**src/rtl/i2c_gc_pkg.sv**
```systemverilog
package i2c_gc_pkg;
  localparam int EV_W = 3;

  typedef enum logic [EV_W-1:0] {
    EV_NONE     = 3'd0,
    EV_OWN_WR   = 3'd1,
    EV_OWN_RD   = 3'd2,
    EV_GCALL    = 3'd3,
    EV_RXD      = 3'd4,
    EV_TXD_ACK  = 3'd5,
    EV_TXD_NACK = 3'd6,
    EV_STOP     = 3'd7
  } ev_code_e;

  typedef enum logic [2:0] {
    PH_IDLE,
    PH_ADDR,
    PH_ACK,
    PH_RX,
    PH_TX,
    PH_MACK,
    PH_LOAD
  } phase_e;
endpackage

```
**src/rtl/i2c_gc_sync.sv**
```systemverilog
module i2c_gc_sync #(
  parameter int WIDTH  = 2,
  parameter int STAGES = 2
) (
  input  logic             clk,
  input  logic             rst,
  input  logic [WIDTH-1:0] din,
  output logic [WIDTH-1:0] dout
);
  logic [WIDTH-1:0] pipe [STAGES];

  // Reset to the idle bus level (high) so no false condition follows reset.
  always_ff @(posedge clk) begin
    if (rst) pipe[0] <= '1;
    else     pipe[0] <= din;
  end

  genvar g;
  generate
    for (g = 1; g < STAGES; g++) begin : g_stage
      always_ff @(posedge clk) begin
        if (rst) pipe[g] <= '1;
        else     pipe[g] <= pipe[g-1];
      end
    end
  endgenerate

  assign dout = pipe[STAGES-1];
endmodule

```
**src/rtl/i2c_gc_cond.sv**
```systemverilog
module i2c_gc_cond (
  input  logic clk,
  input  logic rst,
  input  logic scl_s,
  input  logic sda_s,
  output logic scl_rise,
  output logic scl_fall,
  output logic start_det,
  output logic stop_det
);
  logic scl_q, sda_q;

  always_ff @(posedge clk) begin
    if (rst) begin
      scl_q <= 1'b1;
      sda_q <= 1'b1;
    end else begin
      scl_q <= scl_s;
      sda_q <= sda_s;
    end
  end

  assign scl_rise  = scl_s & ~scl_q;
  assign scl_fall  = ~scl_s & scl_q;
  assign start_det = scl_s & scl_q & sda_q & ~sda_s;
  assign stop_det  = scl_s & scl_q & ~sda_q & sda_s;
endmodule

```
**src/rtl/i2c_gc_engine.sv**
```systemverilog
module i2c_gc_engine
  import i2c_gc_pkg::*;
#(
  parameter int ADDR_W = 7,
  parameter int DATA_W = 8
) (
  input  logic              clk,
  input  logic              rst,
  input  logic              sda_s,
  input  logic              scl_rise,
  input  logic              scl_fall,
  input  logic              start_det,
  input  logic              stop_det,
  input  logic [ADDR_W-1:0] own_addr,
  input  logic              ack_en,
  input  logic              int_en,
  input  logic              int_clr,
  input  logic [DATA_W-1:0] tx_data,
  output logic              sda_oe,
  output logic [DATA_W-1:0] rx_data,
  output ev_code_e          status,
  output logic              irq,
  output logic              evt,
  output logic              engaged
);
  localparam int CNT_W = $clog2(DATA_W);
  localparam logic [CNT_W-1:0] LAST = CNT_W'(DATA_W - 1);

  phase_e            phase;
  logic [DATA_W-1:0] shreg;
  logic [CNT_W-1:0]  cnt;
  logic              ph;
  logic              rw;

  // The byte as it stands after the bit sampled on this SCL rise.
  logic [DATA_W-1:0] byte_in;
  logic [ADDR_W-1:0] addr_in;
  logic              rw_in, hit_own, hit_gc;

  assign byte_in = {shreg[DATA_W-2:0], sda_s};
  assign addr_in = byte_in[DATA_W-1 -: ADDR_W];
  assign rw_in   = byte_in[0];
  assign hit_own = (addr_in == own_addr);
  assign hit_gc  = (addr_in == '0) && !rw_in;

  always_ff @(posedge clk) begin
    if (rst) begin
      phase   <= PH_IDLE;
      shreg   <= '0;
      cnt     <= '0;
      ph      <= 1'b0;
      rw      <= 1'b0;
      sda_oe  <= 1'b0;
      rx_data <= '0;
      status  <= EV_NONE;
      evt     <= 1'b0;
      engaged <= 1'b0;
    end else begin
      evt <= 1'b0;
      if (start_det) begin
        phase  <= PH_ADDR;
        cnt    <= '0;
        ph     <= 1'b0;
        sda_oe <= 1'b0;
      end else if (stop_det) begin
        phase   <= PH_IDLE;
        cnt     <= '0;
        ph      <= 1'b0;
        sda_oe  <= 1'b0;
        engaged <= 1'b0;
        if (engaged) begin
          status <= EV_STOP;
          evt    <= 1'b1;
        end
      end else begin
        case (phase)
          PH_ADDR: if (scl_rise) begin
            shreg <= byte_in;
            cnt   <= cnt + 1'b1;
            if (cnt == LAST) begin
              cnt <= '0;
              if ((hit_own || hit_gc) && ack_en) begin
                phase   <= PH_ACK;
                ph      <= 1'b0;
                engaged <= 1'b1;
                evt     <= 1'b1;
                rw      <= hit_own && rw_in;
                if (hit_own) status <= rw_in ? EV_OWN_RD : EV_OWN_WR;
                else         status <= EV_GCALL;
              end else begin
                phase <= PH_IDLE;
              end
            end
          end
          PH_ACK: if (scl_fall) begin
            if (!ph) begin
              sda_oe <= 1'b1;
              ph     <= 1'b1;
            end else begin
              ph <= 1'b0;
              if (rw) begin
                phase  <= PH_TX;
                shreg  <= {tx_data[DATA_W-2:0], 1'b0};
                sda_oe <= ~tx_data[DATA_W-1];
              end else begin
                phase  <= PH_RX;
                sda_oe <= 1'b0;
              end
            end
          end
          PH_RX: if (scl_rise) begin
            shreg <= byte_in;
            cnt   <= cnt + 1'b1;
            if (cnt == LAST) begin
              cnt     <= '0;
              rx_data <= byte_in;
              status  <= EV_RXD;
              evt     <= 1'b1;
              ph      <= 1'b0;
              phase   <= ack_en ? PH_ACK : PH_IDLE;
            end
          end
          PH_TX: begin
            if (scl_rise) begin
              cnt <= cnt + 1'b1;
              if (cnt == LAST) begin
                cnt   <= '0;
                phase <= PH_MACK;
                ph    <= 1'b0;
              end
            end else if (scl_fall) begin
              sda_oe <= ~shreg[DATA_W-1];
              shreg  <= {shreg[DATA_W-2:0], 1'b0};
            end
          end
          PH_MACK: begin
            if (!ph) begin
              if (scl_fall) begin
                sda_oe <= 1'b0;
                ph     <= 1'b1;
              end
            end else if (scl_rise) begin
              ph  <= 1'b0;
              evt <= 1'b1;
              if (sda_s) begin
                status <= EV_TXD_NACK;
                phase  <= PH_IDLE;
              end else begin
                status <= EV_TXD_ACK;
                phase  <= PH_LOAD;
              end
            end
          end
          PH_LOAD: if (scl_fall) begin
            phase  <= PH_TX;
            shreg  <= {tx_data[DATA_W-2:0], 1'b0};
            sda_oe <= ~tx_data[DATA_W-1];
          end
          default: ;
        endcase
      end
    end
  end

  always_ff @(posedge clk) begin
    if (rst)                 irq <= 1'b0;
    else if (evt && int_en)  irq <= 1'b1;
    else if (int_clr)        irq <= 1'b0;
  end
endmodule

```
**src/rtl/i2c_gc_slave.sv**
```systemverilog
module i2c_gc_slave
  import i2c_gc_pkg::*;
#(
  parameter int ADDR_W      = 7,
  parameter int DATA_W      = 8,
  parameter int SYNC_STAGES = 2
) (
  input  logic              clk,
  input  logic              rst,
  input  logic              scl_i,
  input  logic              sda_i,
  output logic              sda_oe,
  input  logic [ADDR_W-1:0] own_addr,
  input  logic              ack_en,
  input  logic              int_en,
  input  logic              int_clr,
  input  logic [DATA_W-1:0] tx_data,
  output logic [DATA_W-1:0] rx_data,
  output logic [EV_W-1:0]   status,
  output logic              irq
);
  logic [1:0] line_s;
  logic       scl_s, sda_s;
  logic       scl_rise, scl_fall, start_det, stop_det;
  logic       evt, engaged;
  ev_code_e   status_e;

  i2c_gc_sync #(.WIDTH(2), .STAGES(SYNC_STAGES)) u_sync (
    .clk  (clk),
    .rst  (rst),
    .din  ({scl_i, sda_i}),
    .dout (line_s)
  );

  assign scl_s = line_s[1];
  assign sda_s = line_s[0];

  i2c_gc_cond u_cond (
    .clk       (clk),
    .rst       (rst),
    .scl_s     (scl_s),
    .sda_s     (sda_s),
    .scl_rise  (scl_rise),
    .scl_fall  (scl_fall),
    .start_det (start_det),
    .stop_det  (stop_det)
  );

  i2c_gc_engine #(.ADDR_W(ADDR_W), .DATA_W(DATA_W)) u_eng (
    .clk       (clk),
    .rst       (rst),
    .sda_s     (sda_s),
    .scl_rise  (scl_rise),
    .scl_fall  (scl_fall),
    .start_det (start_det),
    .stop_det  (stop_det),
    .own_addr  (own_addr),
    .ack_en    (ack_en),
    .int_en    (int_en),
    .int_clr   (int_clr),
    .tx_data   (tx_data),
    .sda_oe    (sda_oe),
    .rx_data   (rx_data),
    .status    (status_e),
    .irq       (irq),
    .evt       (evt),
    .engaged   (engaged)
  );

  assign status = status_e;
endmodule

```
**config.mk**
```make
export PLATFORM = sky130hd
export DESIGN_NAME = i2c_gc_slave
export DESIGN_NICKNAME = d
export VERILOG_FILES = /design/src/rtl/i2c_gc_pkg.sv /design/src/rtl/i2c_gc_sync.sv /design/src/rtl/i2c_gc_cond.sv /design/src/rtl/i2c_gc_engine.sv /design/src/rtl/i2c_gc_slave.sv
export SDC_FILE = /design/constraint.sdc
export NUM_CORES = 1
export LEC_CHECK = 0
export BUFFER_PORTS_ARGS = -buffer_cell sky130_fd_sc_hd__buf_2
export CORE_AREA = 2 2 85 87
export DETAILED_ROUTE_END_ITERATION = 10
export DIE_AREA = 0 0 87 89
export GPL_ROUTABILITY_DRIVEN = 0
export HOLD_SLACK_MARGIN = 0.03
export PLACE_DENSITY = 0.58
export SYNTH_ARGS = -nofsm -noshare
export SYNTH_HDL_FRONTEND = slang
export SYNTH_HIERARCHICAL = 1
export SYNTH_SLANG_ARGS = --single-unit
```
**constraint.sdc**
```tcl
create_clock -name clk -period 2.4 [get_ports clk]
set_input_delay 0.48 -clock clk [delete_from_list [all_inputs] [get_ports clk]]
set_output_delay 0.48 -clock clk [all_outputs]
set_load 0.02 [all_outputs]
```
[Word level (Yosys, flattened, before mapping)]
Memory sizes are Yosys's and may differ from the RTL's.
Cells that the tools add are included.
Widths: inputs -> output; s select.
Storage, ports and cells
  flip-flop bits (word level): 33
  RAM bits: 4
  bits of input ports: 22
  memories kept: 1
Memories
  u_sync.pipe: words 2, width 2, rd ports 2, clocked after memory_dff 0, write ports 2, RTL line i2c_gc_sync.sv:10  | logic [WIDTH-1:0] pipe [STAGES];
Cells by class
  add/sub/neg operators: 1
  equality and inequality tests: 47
  multiplexer cells: 82
  bitwise logic cells: 17
  reduce and logical (&&, ||, !) cells: 33
Operator list (number)
  $mux 3: 24
  $mux 8: 7
  $mux 1: 39
  $pmux 8 s4: 1
  $ne 4x4->1 const B: 6
  $reduce_and 12->1: 2
  $ne 2x1->1 const B: 11
  $ne 2x2->1 const B: 10
  $ne 4x3->1 const B: 5
  $reduce_and 10->1: 2
  $pmux 3 s6: 1
  $reduce_bool 4->1: 4
  $reduce_and 7->1: 2
  $eq 3x3->1 const B: 4
  $mux 2: 6
  $ne 3x2->1 const B: 4
  $reduce_and 5->1: 2
  $reduce_bool 2->1: 5
  $ne 3x3->1 const B: 3
  $pmux 3 s3: 1
  $not 1->1: 8
  $pmux 1 s4: 2
  $reduce_bool 8->1: 1
  $and 1x1->1: 7
  15 further kinds: 23

[Longest topological paths before layout]
Gate-level depths: netlist (run 1).
An unclocked memory read counts as a cell.
  depth in word-level cells: 11
  mapped depth: 9
  gate-level depth less buffers: 8

[By module]
The synthesis (run 1) kept the hierarchy.
Modules (own cells, without submodules)
  i2c_gc_engine: times used 1, cells an instance 222, area each 1793.0 sq um, seq. area each 620.6 sq um
  i2c_gc_sync: times used 1, cells an instance 8, area each 105.1 sq um, seq. area each 80.1 sq um
  i2c_gc_cond: times used 1, cells an instance 8, area each 85.1 sq um, seq. area each 40.0 sq um

[Worst setup path before layout (run 1)]
Ideal clock, no wire load.
  path kind: register to register
  from: register u_eng.cnt[0]
  to: register u_eng.status[1]
  arrival: 1.829 ns
  required time: 2.266 ns
  setup slack: 0.437 ns
  stages on the path, launching flop included: 8
  path buffers: 0
  period minus slack after synthesis: 1.963 ns
  cell sequence: dfxtp_1 > ha_1 > ha_1 > or2b_1 > a2111o_1 > a211o_1 > a21oi_1 > a211oi_1
On the way
  word-level cells in the longest chain between the ends: 3
  elaborated cells between the ends (all ways): 4
RTL lines
  from (decl): RTL line i2c_gc_engine.sv:31  | logic [CNT_W-1:0] cnt;
  from (signal assigned): RTL line i2c_gc_engine.sv:79  | cnt <= cnt + 1'b1;
  from (signal assigned): RTL line i2c_gc_engine.sv:113  | cnt <= cnt + 1'b1;
  from (signal assigned): RTL line i2c_gc_engine.sv:125  | cnt <= cnt + 1'b1;
  $eq 3x3->1 (*): RTL line i2c_gc_engine.sv:80, i2c_gc_engine.sv:114
  $ne 3x2->1 (no line)
  $reduce_and 10->1 (no line) (*)
  to (signal assigned): RTL line i2c_gc_engine.sv:88  | if (hit_own) status <= rw_in ? EV_OWN_RD : EV_OWN_WR;
  to (decl): RTL line i2c_gc_engine.sv:21  | output ev_code_e status,
Mark *: on every way between the ends. The rest lies on a longest branch, timed or not.
A chain may end at the register's enable or synchronous reset.

[Worst setup path in the final report (run 1)]
Ends and elaborated chain as after synthesis.

==> impl_summary.log, run 1 <==
INFO  metric cellPowerDensity = 509 mW/mm²
INFO  metric clk-insertion-delay-late = 0.29 ns
INFO  metric clkSinkCount = 37
INFO  metric timing.final.hold_violations = 0
INFO  metric slew_headroom = 69.0%
INFO  metric postRouteAntennaNets = 0
INFO  metric slowest_delay = 0.37 ns
INFO  metric hold_buffers = 0
INFO  metric commonest_non_fill_non_tap_cells_in_the_layout = 37 x sky130_fd_sc_hd__dfxtp_1, 35 x sky130_fd_sc_hd__nor2_1, 34 x sky130_fd_sc_hd__buf_2
INFO  metric multi_input_area = 0.00113 mm²
INFO  metric synth_seq_cells = 37
INFO  metric setup_violations = 0
INFO  metric cts.htree.levels = 2
INFO  metric fmax = 0.459 GHz
INFO  metric numCtsBuffers = 5
INFO  metric portBuffers = 34
INFO  metric dieWidth = 87 µm
INFO  metric synth.top_cells.by_area = sky130_fd_sc_hd__dfxtp_1 37%, sky130_fd_sc_hd__mux2i_1 8.1%, sky130_fd_sc_hd__nor2_1 6.6%
INFO  metric drc = 0
INFO  metric area_growth = 17.9%
INFO  metric maxCapViolCount = 0
INFO  metric synthDominantAreaCellType = sky130_fd_sc_hd__dfxtp_1
INFO  metric number_of_enable_type_register_cells_in_the_synthesized_netlist = 0
INFO  metric grtUsageMet3 = 2.77%
INFO  metric clk_root_buffer_cell = sky130_fd_sc_hd__clkbuf_8
INFO  metric irDropWorstVdd = 0.315 mV
INFO  metric crit_path_top_delay_cell = sky130_fd_sc_hd__a2111o_1
INFO  metric drt_pre_antenna_iters = 4
INFO  metric drive_gt1_share = 20.9%
INFO  metric final_power = 1.19 mW
INFO  metric detail_route.vias_per_cell = 5.07
INFO  metric postRouteWirelength = 4920 µm
INFO  metric cp.required = 2.56 ns
INFO  metric postSynthNetCount = 262
INFO  metric final.period_utilization = 90.7%
INFO  metric finalCriticalPeriod = 2.18 ns
INFO  metric die_h = 89 µm
INFO  metric fin_nets = 300
INFO  metric initial_core_util = 29.5%
INFO  metric yosysUniqueCellTypes = 51
INFO  metric cp.buffers_inverters = 0
INFO  metric path_class = reg2reg
INFO  metric tritoncts = built
INFO  metric placement_rows = 30
INFO  metric kind_of_start_point_of_the_critical_path = flip-flop
INFO  metric via_count = 1810
INFO  metric p_leak = 1.02 nW
INFO  metric ys_async_sr_fraction = 0%
INFO  metric most_used_routing_layer = met2
INFO  metric proportion_of_netlist_area_held_by_the_largest_area_contributor = 37.4%
INFO  metric synth_flop_cell = sky130_fd_sc_hd__dfxtp_1
INFO  metric cts.repair_timing.setup_buffer_count = 0
INFO  metric ctsResizeCount = 0
INFO  metric route.detailed.wl_per_inst = 13.8 µm
INFO  metric run_status = finished clean
INFO  metric largest_fanout_on_the_critical_path = 7
INFO  metric use_met1 = 18.8%
INFO  metric syn-mean-instance-area = 8.33 µm²
INFO  metric number_of_i_o_pins = 35
INFO  metric worst_ep_arrival_time = 2.34 ns
INFO  metric coreArea = 0.00672 mm²
INFO  metric fp.dieArea = 0.00774 mm²
INFO  metric grt_first_pass_wirelength = 7980 µm
INFO  metric cp_cell_sequence = ha_1 -> ha_1 -> or2b_1 -> a2111o_1 -> a211o_1 -> a21oi_1 -> a211oi_1
INFO  metric fill_cells = 694
INFO  metric critical-path-top-cell-by-count = sky130_fd_sc_hd__ha_1
INFO  metric most_frequent_standard_cell_in_the_layout_excluding_fill_and_tap_cells = sky130_fd_sc_hd__dfxtp_1
INFO  metric holdCritPathClass = in2reg
INFO  metric max_slew.worst_pin.slew = 0.464 ns
INFO  metric path_clk_slew = 0.07 ns
INFO  metric final.setup_skew = 0.00748 ns
INFO  metric grt_antenna_before_repair = 0
INFO  metric maxSlewViolCount = 0
INFO  metric seq_cell_area = 741 µm²
INFO  metric gr-total-overflow = 0
INFO  metric num_antenna_cells = 0
INFO  metric gr-usage-met2 = 19.7%
INFO  metric dp_hpwl = 3540 µm
INFO  metric synth_area = 0.00198 mm²
INFO  metric first_global_vias = 1605
INFO  metric end_kind = flip-flop
INFO  metric path_delay_family = compound AO/OA/AOI/OAI gates
INFO  metric detail_route.iter0.violations = 148
INFO  metric grt_setup_unrepaired = false
INFO  metric syn_inst = 238
INFO  metric cts.path.max_buffers = 2
INFO  metric largest_net_degree_at_the_start_of_global_routing = 31
INFO  metric globalRouteTotalUtil = 13.2%
INFO  metric fin_tns_setup = 0 ns
INFO  metric yosysSeqAreaShare = 37.4%
INFO  metric yosys_warnings = 6
==> cells in the mapped netlist, types with 2 or more instances <==
master	number
sky130_fd_sc_hd__or3_1	2
sky130_fd_sc_hd__nor3_1	4
sky130_fd_sc_hd__clkbuf_1	5
sky130_fd_sc_hd__mux2i_1	16
sky130_fd_sc_hd__nand2b_1	4
sky130_fd_sc_hd__o21bai_1	2
sky130_fd_sc_hd__o21ai_0	7
sky130_fd_sc_hd__o31ai_1	2
sky130_fd_sc_hd__ha_1	2
sky130_fd_sc_hd__a21o_1	2
sky130_fd_sc_hd__nand2_1	17
sky130_fd_sc_hd__inv_1	8
sky130_fd_sc_hd__nor4_1	3
sky130_fd_sc_hd__a211oi_1	11
sky130_fd_sc_hd__buf_2	2
sky130_fd_sc_hd__a21oi_1	21
sky130_fd_sc_hd__or2_1	6
sky130_fd_sc_hd__dfxtp_1	37
sky130_fd_sc_hd__nand3_1	5
sky130_fd_sc_hd__a31oi_1	2
sky130_fd_sc_hd__nor2_1	35
sky130_fd_sc_hd__and4b_1	2
sky130_fd_sc_hd__xor2_1	7
sky130_fd_sc_hd__nor2b_1	3
sky130_fd_sc_hd__buf_1	2
sky130_fd_sc_hd__nand4_1	3
sky130_fd_sc_hd__buf_6	3
sky130_fd_sc_hd__o21a_1	2
==> area by class of cell <==
cell class                 count  share of cell area (%)
multi-input combinational    180                    48.6
sequential                    37                    31.7
timing repair buffer          44                    10.5
tap                           80                    4.28
clock buffer                   5                    2.94
inverter                       8                    1.28
clock inverter                 3                   0.749
==> state kept, by name, indices dropped and copies added (netlist names), 3 cells and up <==
name / count
u_eng/phase: 3
u_sync/pipe: 4
u_eng/shreg: 8
u_eng/cnt: 3
u_eng/rx_data: 8
u_eng/status: 3
==> metrics by stage <==
stage | instances | hold slack, ns | area (µm²) | utilization [%] | setup WS [ns]
3_3_place_gp | 349 | 0.389 | 2250 | 33.5 | 0.309
4_1_cts | 357 | 0.366 | 2340 | 34.8 | 0.214
3_5_place_dp | 349 | 0.392 | 2250 | 33.5 | 0.243
5_1_grt | 357 | 0.367 | 2340 | 34.8 | 0.0908
6_report | 357 | 0.370 | 2340 | 34.8 | 0.223
2_1_floorplan | 238 | 0.383 | 1980 | - | 0.437
==> layer usage <==
layer | wire (µm) | vias up
li1 | - | 926
met1 | 2370 | 826
met2 | 2260 | 51
met3 | 213 | 7
met4 | 76 | 0
met5 | 0 | -
==> logic make-up (layout without fill, tap and decap cells) <==
logic type               after synthesis  count (layout)  share of synthesized area [%]
AND/OR/NAND/NOR                       93              93                           23.6
adder cells (fa/ha/maj)                2               2                           1.26
multiplexers                          16              16                           8.08
AO/OA/AOI/OAI                         62              62                           21.2
buffers and inverters                 21              60                           5.43
XOR/XNOR                               7               7                           3.09
flip-flops                            37              37                           37.4
==> path summary, 6_finish.rpt <==
check,startpoint,endpoint,slack (ns),cells after the start
max,u_eng/cnt[0],u_eng/status[1],0.22,7
min,sda_i,u_sync/pipe[0][0],0.37,2
max reg2reg,u_eng/cnt[0],u_eng/status[1],0.22,7
min reg2reg,u_sync/pipe[0][1],u_sync/pipe[1][1],0.40,1
==> power breakdown <==
group          switching, mW  leakage, nW  total [mW]  internal, mW
clock network          0.232       0.0439       0.433         0.201
logic                 0.0619        0.672       0.114        0.0521
registers             0.0164        0.300       0.642         0.626
total                  0.311         1.02        1.19         0.878
Power figures use the tool's default switching activity.
==> run 2: changes to the inputs <==
Settings changed: CORE_AREA 2 2 85 87 to 2 2 89 83, DIE_AREA 0 0 87 89 to 0 0 91 85.
==> run 2 against run 1 <==
Sequential power hardly changed. Critical path depth unchanged. Via count is 0.72% lower. Worst hold slack worse by 0.0020 ns. Clock skew is 0.0012 ns lower. Setup slack worse by 0.027 ns. Critical endpoint is now u_eng/status[0].
==> impl_summary.log, run 2 (same netlist as run 1, synthesis figures left out) <==
INFO  metric grt_antenna_before_repair = 0
INFO  metric most_frequent_standard_cell_in_the_layout_excluding_fill_and_tap_cells = sky130_fd_sc_hd__dfxtp_1
INFO  metric setup_violations = 0
INFO  metric detail_route.iter0.violations = 95
INFO  metric run_status = finished clean
INFO  metric maxSlewViolCount = 0
INFO  metric final.period_utilization = 91.8%
INFO  metric cellPowerDensity = 500 mW/mm²
INFO  metric hold_buffers = 0
INFO  metric clkSinkCount = 37
INFO  metric clk-insertion-delay-late = 0.29 ns
INFO  metric hold_path_depth = 2
INFO  metric clk_root_buffer_cell = sky130_fd_sc_hd__clkbuf_8
INFO  metric path_clk_slew = 0.07 ns
INFO  metric reg.largest.list = u_eng/rx_data: 8 flops, u_eng/shreg: 8 flops, u_sync/pipe: 4 flops
INFO  metric kind_of_start_point_of_the_critical_path = flip-flop
INFO  metric num_antenna_cells = 0
INFO  metric final.setup_skew = 0.00626 ns
INFO  metric final_core_util = 34.3%
INFO  metric slew_headroom = 69.3%
INFO  metric placement_rows = 29
INFO  metric fin_nets = 299
INFO  metric area_growth = 18.1%
INFO  metric cp.required = 2.56 ns
INFO  metric drive_gt1_share = 20.3%
INFO  metric postRouteWirelength = 4840 µm
INFO  metric maxCapViolCount = 0
INFO  metric largest_net_degree_at_the_start_of_global_routing = 31
INFO  metric multi_input_area = 0.00113 mm²
INFO  metric gr-total-overflow = 0
INFO  metric drt_pre_antenna_iters = 4
INFO  metric tritoncts = built
INFO  metric timing.final.hold_violations = 0
INFO  metric first_global_vias = 1750
INFO  metric grt_setup_unrepaired = false
INFO  metric worst_ep_arrival_time = 2.37 ns
INFO  metric cts.path.max_buffers = 2
INFO  metric r2r_cells = 7
INFO  metric fp.dieArea = 0.00774 mm²
INFO  metric cts.repair_timing.setup_buffer_count = 0
INFO  metric postRouteAntennaNets = 0
INFO  metric fill_cells = 759
INFO  metric initial_core_util = 29.1%
INFO  metric coreArea = 0.00682 mm²
INFO  metric ctsResizeCount = 0
INFO  metric portBuffers = 34
INFO  metric final_power = 1.17 mW
INFO  metric via_count = 1797
INFO  metric max_slew.worst_pin.slew = 0.460 ns
INFO  metric fmax = 0.454 GHz
INFO  metric route.detailed.wl_per_inst = 13.1 µm
INFO  metric path_class = reg2reg
INFO  metric drc = 0
INFO  metric number_of_i_o_pins = 35
INFO  metric p_leak = 1.01 nW
INFO  metric detail_route.vias_per_cell = 4.87
INFO  metric commonest_non_fill_non_tap_cells_in_the_layout = 37 x sky130_fd_sc_hd__dfxtp_1, 35 x sky130_fd_sc_hd__nor2_1, 34 x sky130_fd_sc_hd__buf_2
INFO  metric finalCriticalPeriod = 2.20 ns
INFO  metric fin_tns_setup = 0 ns
INFO  metric grt_first_pass_wirelength = 8100 µm
INFO  metric globalRouteTotalUtil = 12.8%
INFO  metric seq_cell_area = 741 µm²
INFO  metric dp_hpwl = 3480 µm
INFO  metric largest_fanout_on_the_critical_path = 7
INFO  metric numCtsBuffers = 5
INFO  metric irDropWorstVdd = 0.266 mV
INFO  metric holdCritPathClass = in2reg
INFO  metric cts.htree.levels = 2
INFO  metric die_h = 85 µm
INFO  metric dieWidth = 91 µm
INFO  metric end_kind = flip-flop
run 2: changes by cell type in the layout (fill, tap and decap cells not counted):
cell,delta
sky130_fd_sc_hd__clkinvlp_4,-1
sky130_fd_sc_hd__buf_4,-1
sky130_fd_sc_hd__clkbuf_1,+1
run 2: worst paths after layout:
| kind | start | endpoint | slack [ns] |
|---|---|---|---|
| hold / removal | scl_i | u_sync/pipe[0][1] | 0.37 |
| setup / recovery | u_eng/cnt[0] | u_eng/status[0] | 0.20 |
| setup reg to reg | u_eng/cnt[0] | u_eng/status[0] | 0.20 |
| hold reg to reg | u_sync/pipe[0][1] | u_sync/pipe[1][1] | 0.40 |
run 2: critical path: stages, from the launching register on:
cell,delay (ns)
sky130_fd_sc_hd__dfxtp_1,0.36
sky130_fd_sc_hd__ha_1,0.17
sky130_fd_sc_hd__ha_1,0.31
sky130_fd_sc_hd__or2b_1,0.31
sky130_fd_sc_hd__a2111o_1,0.37
sky130_fd_sc_hd__a211o_1,0.34
sky130_fd_sc_hd__a21oi_1,0.15
sky130_fd_sc_hd__a211oi_1,0.07
run 2: power breakdown:
group | internal (mW) | switching [mW] | total [mW]
registers | 0.626 | 0.0150 | 0.641
logic | 0.0515 | 0.0625 | 0.114
clock network | 0.201 | 0.215 | 0.417
total | 0.879 | 0.293 | 1.17
run 2: metal layers:
| layer | share of wire, % | track usage [%] | wire length, µm |
|---|---|---|---|
| met3 | 4.2 | 2.58 | 205 |
| met1 | 48 | 17.0 | 2320 |
| met2 | 45 | 20.0 | 2190 |
| met5 | 0 | 0 | 0 |
| met4 | 2.4 | 6.06 | 118 |
run 2: area by class of cell:
| cell class | instances | share of cell area, % |
|---|---|---|
| clock buffers | 6 | 3.10 |
| well taps | 93 | 4.97 |
| flip-flops and latches | 37 | 31.6 |
| inverters | 8 | 1.28 |
| clock inverters | 2 | 0.427 |
| multi-input cells | 180 | 48.5 |
| repair buffers | 43 | 10.1 |
run 2: per-stage QoR:
stage	cells	worst slack (ns)	hold slack (ns)	instance area, µm²
global placement	361	0.349	0.389	2260
global route	369	0.0599	0.360	2340
CTS	369	0.231	0.361	2340
floorplan	238	0.437	0.383	1980
finish	369	0.196	0.368	2340
detailed placement	361	0.278	0.389	2260
==> run 3: changes to the inputs <==
Clock period 2.4 ns to 2.6 ns, I/O delays scaled along.
==> run 3 against run 2 <==
Sequential power down 7.6%. Worst hold slack better by 0.037 ns. Utilization up 0.28 points. Clock skew up 0.0021 ns. Non-clock buffer count down 2. Critical endpoint unchanged. Via count down 0.45%. Flip-flop and latch count unchanged. Combinational power down 9.6%.
==> impl_summary.log, run 3 (same netlist as run 1, synthesis figures left out) <==
INFO  metric final_core_util = 34.6%
INFO  metric drc = 0
INFO  metric fp.dieArea = 0.00774 mm²
INFO  metric cp.required = 2.76 ns
INFO  metric worst_r2r_endpoint = u_eng/status[0]
INFO  metric dpl_cell_area = 0.00224 mm²
INFO  metric holdCritPathClass = reg2reg
INFO  metric timing.rr.start = u_eng/cnt[0]
INFO  metric p_leak = 1.01 nW
INFO  metric end_kind = flip-flop
INFO  metric clk-insertion-delay-late = 0.29 ns
INFO  metric fin_tns_setup = 0 ns
INFO  metric timing.final.hold_violations = 0
INFO  metric irDropWorstVdd = 0.206 mV
INFO  metric fin_nets = 297
INFO  metric coreArea = 0.00682 mm²
INFO  metric drt_pre_antenna_iters = 4
INFO  metric largest_net_degree_at_the_start_of_global_routing = 31
INFO  metric cts.repair_timing.setup_buffer_count = 0
INFO  metric setup_slack_after_layout = 0.440 ns
INFO  metric reg.largest.list = u_eng/rx_data: 8 flops, u_eng/shreg: 8 flops, u_sync/pipe: 4 flops
INFO  metric tritoncts = built
INFO  metric multi_input_area = 0.00113 mm²
INFO  metric ctsResizeCount = 0
INFO  metric num_antenna_cells = 0
INFO  metric max_slew.worst_pin.slew = 0.490 ns
INFO  metric finalCriticalPeriod = 2.16 ns
INFO  metric finish.cell_count_without_fillers = 367
INFO  metric die_h = 85 µm
INFO  metric cts.path.max_buffers = 2
INFO  metric kind_of_start_point_of_the_critical_path = flip-flop
INFO  metric placedCellCount = 359
INFO  metric slew_headroom = 67.2%
INFO  metric maxSlewViolCount = 0
INFO  metric r2r_cells = 7
INFO  metric worst_ep_arrival_time = 2.32 ns
INFO  metric initial_core_util = 29.1%
INFO  metric drive_gt1_share = 19.7%
INFO  metric maxCapViolCount = 0
INFO  metric cts.htree.levels = 2
INFO  metric via_count = 1789
INFO  metric area_growth = 19.1%
INFO  metric portBuffers = 34
INFO  metric postRouteWirelength = 4770 µm
INFO  metric commonest_non_fill_non_tap_cells_in_the_layout = 37 x sky130_fd_sc_hd__dfxtp_1, 35 x sky130_fd_sc_hd__nor2_1, 34 x sky130_fd_sc_hd__buf_2
INFO  metric final.period_utilization = 83.1%
INFO  metric run_status = finished clean
INFO  metric clk_root_buffer_cell = sky130_fd_sc_hd__clkbuf_8
INFO  metric dp_hpwl = 3390 µm
INFO  metric gr-total-overflow = 0
INFO  metric placement_rows = 29
INFO  metric setup_violations = 0
INFO  metric grt_antenna_before_repair = 0
INFO  metric grt_setup_unrepaired = false
INFO  metric final_power = 1.21 mW
INFO  metric fill_cells = 765
INFO  metric finish.instance_area = 0.00236 mm²
INFO  metric dieWidth = 91 µm
INFO  metric fmax = 0.463 GHz
INFO  metric final.setup_skew = 0.00834 ns
INFO  metric globalRouteTotalUtil = 12.4%
INFO  metric path_clk_slew = 0.08 ns
INFO  metric dpl_worst_slack = 0.469 ns
INFO  metric largest_fanout_on_the_critical_path = 7
INFO  metric clkSinkCount = 37
INFO  metric hold_buffers = 0
INFO  metric grt_first_pass_wirelength = 7810 µm
INFO  metric cp-endpoint = u_eng/status[0]
INFO  metric numCtsBuffers = 5
INFO  metric hold_ws = 0.405 ns
INFO  metric seq_cell_area = 741 µm²
INFO  metric worstSetupStartpoint = u_eng/cnt[0]
INFO  metric most_frequent_standard_cell_in_the_layout_excluding_fill_and_tap_cells = sky130_fd_sc_hd__dfxtp_1
INFO  metric detail_route.vias_per_cell = 4.87
INFO  metric detail_route.iter0.violations = 129
INFO  metric reg2reg_setup_slack = 0.44 ns
INFO  metric postRouteAntennaNets = 0
INFO  metric number_of_i_o_pins = 35
INFO  metric route.detailed.wl_per_inst = 13.0 µm
INFO  metric first_global_vias = 1653
INFO  metric path_class = reg2reg
INFO  metric cellPowerDensity = 513 mW/mm²
## run 3: changes by cell type in the layout (fill, tap and decap cells not counted), sizes merged
| cell | delta |
|---|---|
| clkbuf | +1 |
| bufinv | +1 |
| clkinv | -2 |
| buf | -2 |
## run 3: worst min-delay path by stage
stage,cells after the start,slack [ns],end,from
after global placement,1,0.39,u_sync/pipe[1][1],u_sync/pipe[0][1]
after global routing,2,0.41,u_sync/pipe[0][1],scl_i
after floorplan,1,0.38,u_sync/pipe[1][1],u_sync/pipe[0][1]
final,1,0.41,u_sync/pipe[1][1],u_sync/pipe[0][1]
after detailed placement,1,0.39,u_sync/pipe[1][1],u_sync/pipe[0][1]
after CTS,1,0.41,u_sync/pipe[1][1],u_sync/pipe[0][1]
## run 3: worst max-delay path, cell delays in order, from the launching register on
cell and delay (ns):
sky130_fd_sc_hd__dfxtp_1 0.36, sky130_fd_sc_hd__ha_1 0.15, sky130_fd_sc_hd__ha_1 0.30, sky130_fd_sc_hd__or2b_1 0.30, sky130_fd_sc_hd__a2111o_1 0.37, sky130_fd_sc_hd__a211o_1 0.33
sky130_fd_sc_hd__a21oi_1 0.15, sky130_fd_sc_hd__a211oi_1 0.07
## run 3: report_power, final
group	leakage [nW]	internal (mW)	switching, mW
combinational	0.657	0.0465	0.0564
clock	0.0585	0.313	0.202
sequential	0.300	0.578	0.0144
## run 3: routing by layer
layer | vias to the layer above | wire length [µm] | track usage (%) | part of all wire (%)
met5 | - | 0 | 0 | 0
met4 | 0 | 48 | 2.89 | 1.0
met3 | 6 | 209 | 3.37 | 4.4
met2 | 37 | 2180 | 19.9 | 46
met1 | 830 | 2330 | 16.7 | 49
li1 | 916 | - | - | -
## run 3: layout make-up
type                       instances  area share, %
multi-input combinational        180           48.1
inverter                           8           1.27
timing repair buffer              41           9.43
clock inverter                     1           1.27
tap                               93           4.93
sequential                        37           31.4
clock buffer                       7           3.66
